===== src/rtl/bi_pkg.sv =====
package bi_pkg;
  localparam int unsigned MAXW = 64;

  typedef enum logic [1:0] {
    DRV_IDLE = 2'd0,
    DRV_PASS = 2'd1,
    DRV_INV  = 2'd2
  } drv_kind_e;

  // Number of positions in which two words differ.
  function automatic int unsigned diff_bits(input logic [MAXW-1:0] a,
                                            input logic [MAXW-1:0] b);
    int unsigned n;
    logic [MAXW-1:0] x;
    x = a ^ b;
    n = 0;
    for (int i = 0; i < MAXW; i++) n += int'(x[i]);
    return n;
  endfunction
endpackage


===== src/rtl/bi_hist.sv =====
module bi_hist #(
  parameter int unsigned W = 16
) (
  input  logic         clk,
  input  logic         rst_n,
  input  logic         load,
  input  logic [W-1:0] d,
  output logic [W-1:0] q
);
  always_ff @(posedge clk or negedge rst_n) begin
    if (!rst_n)    q <= '0;
    else if (load) q <= d;
  end

  p_hist_load_r8: assert property (@(posedge clk) disable iff (!rst_n)
    load |=> q == $past(d));
  p_hist_hold_r5: assert property (@(posedge clk) disable iff (!rst_n)
    !load |=> $stable(q));
endmodule


===== src/rtl/bi_enc.sv =====
module bi_enc
  import bi_pkg::*;
#(
  parameter int unsigned W      = 16,
  parameter int unsigned THRESH = W / 2
) (
  input  logic         drive_now,
  input  logic         allow_inv,
  input  logic [W-1:0] rd_word,
  input  logic [W-1:0] hist,
  output logic [W-1:0] enc_word,
  output logic         enc_flag,
  output drv_kind_e    kind
);
  logic [MAXW-1:0] wide_rd, wide_hist;
  int unsigned     flips;
  logic            over;

  always_comb begin
    wide_rd   = '0;
    wide_hist = '0;
    wide_rd[W-1:0]   = rd_word;
    wide_hist[W-1:0] = hist;
    flips = diff_bits(wide_rd, wide_hist);
    over  = flips > THRESH;
  end

  always_comb begin
    if (!drive_now)          kind = DRV_IDLE;
    else if (allow_inv && over) kind = DRV_INV;
    else                     kind = DRV_PASS;
    enc_flag = (kind == DRV_INV);
    enc_word = enc_flag ? ~rd_word : rd_word;
  end

  always_comb begin
    if (enc_flag) a_flag_word_r2: assert (enc_word == ~rd_word);
    if (!allow_inv) a_no_inv_r3: assert (!enc_flag);
  end
endmodule


===== src/rtl/bi_dec.sv =====
module bi_dec #(
  parameter int unsigned W = 16
) (
  input  logic         flip,
  input  logic [W-1:0] bus_in,
  output logic [W-1:0] wr_word
);
  for (genvar i = 0; i < W; i++) begin : g_bit
    assign wr_word[i] = bus_in[i] ^ flip;
  end
endmodule


===== src/rtl/bus_invert_codec.sv =====
module bus_invert_codec
  import bi_pkg::*;
#(
  parameter int unsigned W = 16
) (
  input  logic         clk,
  input  logic         rst_n,
  input  logic         cfg_inv_en,
  input  logic         cfg_burst,
  input  logic         chip_sel,
  input  logic         out_en,
  input  logic         addr_phase,
  input  logic         rd_valid,
  input  logic         rd_first,
  input  logic         rd_array,
  input  logic [W-1:0] rd_word,
  output logic [W-1:0] bus_out,
  output logic         binv_out,
  output logic         drive_oe,
  input  logic [W-1:0] bus_in,
  input  logic         binv_in,
  output logic [W-1:0] wr_word
);
  localparam int unsigned HALF = W / 2;

  logic         drive_now;
  logic         rd_mode_ok;
  logic         allow_inv;
  logic         in_flip;
  logic [W-1:0] hist_q;
  drv_kind_e    kind;

  assign drive_oe   = rst_n & chip_sel & out_en;
  assign drive_now  = rd_valid & drive_oe & ~addr_phase;
  assign rd_mode_ok = rst_n & cfg_inv_en & cfg_burst & rd_array;
  assign allow_inv  = rd_mode_ok & ~rd_first;
  assign in_flip    = rst_n & cfg_inv_en & binv_in & ~addr_phase;

  bi_hist #(.W(W)) u_hist (
    .clk   (clk),
    .rst_n (rst_n),
    .load  (drive_now),
    .d     (bus_out),
    .q     (hist_q)
  );

  bi_enc #(.W(W), .THRESH(HALF)) u_enc (
    .drive_now (drive_now),
    .allow_inv (allow_inv),
    .rd_word   (rd_word),
    .hist      (hist_q),
    .enc_word  (bus_out),
    .enc_flag  (binv_out),
    .kind      (kind)
  );

  bi_dec #(.W(W)) u_dec (
    .flip    (in_flip),
    .bus_in  (bus_in),
    .wr_word (wr_word)
  );

  p_few_toggles_r1: assert property (@(posedge clk) disable iff (!rst_n)
    (drive_now && allow_inv) |-> ($countones(bus_out ^ hist_q) <= HALF));
  p_flag_marks_r2: assert property (@(posedge clk) disable iff (!rst_n)
    binv_out |-> (bus_out == ~rd_word) && kind == DRV_INV);
  p_addr_clean_r5: assert property (@(posedge clk) disable iff (!rst_n)
    addr_phase |-> !binv_out && wr_word == bus_in && bus_out == rd_word);
  p_oe_gate_r6: assert property (@(posedge clk) disable iff (!rst_n)
    (!chip_sel || !out_en) |-> !drive_oe);
  p_off_pass_r9: assert property (@(posedge clk) disable iff (!rst_n)
    !cfg_inv_en |-> !binv_out && wr_word == bus_in);
  p_first_plain_r8: assert property (@(posedge clk) disable iff (!rst_n)
    (drive_now && rd_first) |-> bus_out == rd_word);
endmodule


===== config.mk =====
export PLATFORM = sky130hd
export DESIGN_NAME = bus_invert_codec
export DESIGN_NICKNAME = d
export VERILOG_FILES = /design/src/rtl/bi_pkg.sv /design/src/rtl/bi_hist.sv /design/src/rtl/bi_enc.sv /design/src/rtl/bi_dec.sv /design/src/rtl/bus_invert_codec.sv
export SDC_FILE = /design/constraint.sdc
export NUM_CORES = 1
export LEC_CHECK = 0
export ABC_AREA = 1
export ABC_CLOCK_PERIOD_IN_PS = 7150
export BUFFER_PORTS_ARGS = -buffer_cell sky130_fd_sc_hd__buf_2
export CAP_MARGIN = 0
export CORE_UTILIZATION = 43
export DETAILED_ROUTE_END_ITERATION = 8
export GPL_TIMING_DRIVEN = 0
export PLACE_DENSITY_LB_ADDON = 0.2
export SKIP_CTS_REPAIR_TIMING = 1
export SLEW_MARGIN = 15
export SYNTH_ARGS = -nofsm -noshare
export SYNTH_HDL_FRONTEND = slang
export SYNTH_SLANG_ARGS = --single-unit
export TNS_END_PERCENT = 20

===== constraint.sdc =====
create_clock -name clk -period 7.15 [get_ports clk]
set_clock_uncertainty 0.05 [all_clocks]
set_input_delay 1.43 -clock clk [delete_from_list [all_inputs] [get_ports clk]]
set_output_delay 1.43 -clock clk [all_outputs]
set_load 0.01 [all_outputs]

==> impl_metrics.tcl <==
set metrics [dict create \
    status "complete, but fails checks" \
    violations_in_the_final_reports "setup timing" \
    synth_edf_count 0 \
    floorplan.die_area_um2 4160 \
    period_share_pct 102 \
    crit_path_frequent_cell "fa_1" \
    crit_path_max_incr_delay_ps 550 \
    synth_top_family_by_area "simple AND/OR/NAND/NOR gates" \
    place_inst 344 \
    synth_flop_cell "dfrtp_1" \
    worst_hold_startpoint "u_hist.q[5]$_DFFE_PN0P_" \
    uppermost_layer_routed "met4" \
    remaining_drc_errors 0 \
    max_capacitance_violation_count 0 \
    critPathKind "primary input to output port" \
    rsz_0062_raised_after_global_routing "yes" \
    grt_pass1_vias 1655 \
    worst_path_max_delay_cell "fa_1" \
    cp-start-kind "primary input" \
    numClockSinks 16 \
    post_synth_instance_area_um2 1680 \
    worst_ep_arrival_time_ps 5800 \
    finalWeightedCongestion 0.767 \
    finalMaxSlewViolations 0 \
    cp_max_fo 5 \
    cts_max_path_buffers 2 \
    largest_registers "u_hist.q x16" \
    hold_path_class "register to register" \
    slew_headroom_pct 60.2 \
    holdPathStages 2 \
    worst_skew_pair.late_latency_ps 260 \
    grt_use_total_pct 20.6 \
    timing.critical_path.cells "buf_8 -> xor2_1 -> ha_1 -> fa_1 -> fa_1 -> fa_1 -> inv_1 -> fa_1 -> fa_2 -> fa_2 -> o21ai_0 -> nand2_1 -> nand2_4 -> nand2_8 -> buf_4 -> nand2_1 -> and2_1 -> buf_2" \
    detailedPlacementHpwl_mm 3.03 \
    synth_xor_xnor_area_share_pct 16.7 \
    final.setup.worst_slack_ps -127 \
    design.core.area_um2 3720 \
    clock-root-buffer "clkbuf_8" \
    muxShareOfSynthArea_pct 0 \
    worst-r2r-cell-count 17 \
    routed_via_density 4.94 \
    worst-r2r-setup-slack_ps 2390 \
    synth-compound-area-share_pct 0.596 \
    fmaxAchievable_mhz 137 \
    utilization_after_layout_pct 65.2 \
    cp.required_ps 5670 \
    floorplan.initialDensity_pct 45.2 \
    tritoncts.num_buffers 3 \
    final.fill_count 321 \
    yosys.cell_types.count 20 \
    synth_simple_gate_area_share_pct 33.4 \
    num_vias 1763 \
    worstHoldEndpoint "u_hist.q[5]$_DFFE_PN0P_" \
    drive_gt1_share_pct 38.5 \
    layout_min_cycle_time_ps 7280 \
    met1_routed_length_mm 1.80 \
    critical_path_endpoint_category "output port" \
    timing_hold_violations_final 0 \
    layout_commonest_cell "buf_2" \
    hold_slack_ps 453 \
    timing.final.setup_violations 16 \
    detailroute.wirelength.met2_mm 2.38 \
    cts_max_level 1 \
    placement_rows 22 \
    synth-adder-area-share_pct 15.6 \
    io_buffers 76 \
    first_pass_iters 5 \
    most-common-layout-cells "buf_2, nand2_1, nand3_1, inv_1, xnor2_1" \
    areaGrowthSynthToFinish_pct 44.2 \
    syn_inst 220 \
    antenna_found_initial 0 \
    diodes 0 \
    critical_path.reg2reg.startpoint "u_hist.q[1]$_DFFE_PN0P_" \
    die_width_um 64.5 \
    io-pin-count 77 \
    final_antenna_net_count 0 \
    nNetsFinal 368 \
    r2r_end "u_hist.q[6]$_DFFE_PN0P_" \
    post_layout_nonfiller_instances 357 \
    synth.yosys.seq_area_share_pct 23.8 \
    synth_warnings 0 \
    regMostFlops "u_hist.q" \
    largest_reg_flops 16 \
    synthesis.nets 278 \
    grt_pass1_wl_mm 6.66 \
    finalWirelength_mm 4.49 \
    routed-wl-met3_um 276 \
    first_drt_iteration_drcs 59 \
    async_set_reset_flop_share_out_of_synthesis_pct 100 \
    worst-slew-pin-transition_ps 595 \
    cts_tree "yes" \
    overflow 0 \
    die_height_um 64.5 \
    yosys_register_bits 16 \
    cts.clk_slew.worst_paths_ps 70 \
    maximum_number_of_pins_on_one_net_before_global_route_repair 19 \
    wl_per_cell_um 12.6 \
    synth.avg_cell_area_um2 7.63 \
]
-- worst max path at each step --
stage                from          end  cells past startpoint
3_3_place_gp   rd_word[0]  bus_out[14]                     18
4_1_cts        rd_word[0]  bus_out[13]                     19
6_report       rd_word[1]   bus_out[0]                     18
2_1_floorplan  rd_word[0]  bus_out[10]                     18
3_5_place_dp   rd_word[0]   bus_out[7]                     19
5_1_grt        rd_word[1]   bus_out[7]                     20
-- metal layers --
| metal | track usage [%] | vias to the layer above |
|---|---|---|
| met5 | 0 | - |
| met4 | 6.11 | 0 |
| met3 | 4.75 | 5 |
| met2 | 36.7 | 74 |
| met1 | 24.6 | 823 |
| li1 | - | 861 |
-- critical path, delay by kind of cell --
family | cells | cell delay (ps)
and+or+nand+nor | 5 | 540
AOI/OAI and AO/OA | 1 | 190
xor gates and xnor gates | 1 | 130
adders and majority gates | 7 | 3050
buffers and inverters | 4 | 450
-- cells in the mapped netlist (2+ instances only) --
| master | n | area (um^2) |
|---|---|---|
| and2_1 | 16 | 100 |
| buf_2 | 3 | 15.0 |
| buf_6 | 2 | 22.5 |
| dfrtp_1 | 16 | 400 |
| fa_1 | 10 | 200 |
| ha_1 | 5 | 62.6 |
| inv_1 | 32 | 120 |
| nand2_1 | 56 | 210 |
| nand3_1 | 39 | 195 |
| xnor2_1 | 20 | 175 |
| xor2_1 | 12 | 105 |
-- area by class of cell --
class / instances / area (um^2) / area share, %
Buffer: 6 / 55.1 / 2.27
Inverter: 33 / 124 / 5.12
Multi-Input combinational cell: 166 / 1190 / 49.3
Sequential cell: 16 / 400 / 16.5
Timing Repair Buffer: 84 / 533 / 22.0
Tap cell: 48 / 60.1 / 2.48
Clock buffer: 4 / 55.1 / 2.27
-- cell families (layout without fill, tap and decap cells) --
group	count (synthesis)	after routing
AOI/OAI and AO/OA	2	2
xor gates and xnor gates	32	32
adders and majority gates	15	15
buffers and inverters	39	127
DFF	16	16
and+or+nand+nor	116	117
-- metrics by stage --
step           instance area, um^2  setup TNS, ps  worst slack, ps
2_1_floorplan                 1680              0             13.1
3_3_place_gp                  2120          -7020             -487
3_5_place_dp                  2120          -6820             -475
4_1_cts                       2180          -7070             -501
5_1_grt                       2420          -3900             -252
6_report                      2420          -1720             -127
Power is not shown: default switching activity piles up to over one toggle a cycle in this logic, so the estimate is an artifact.
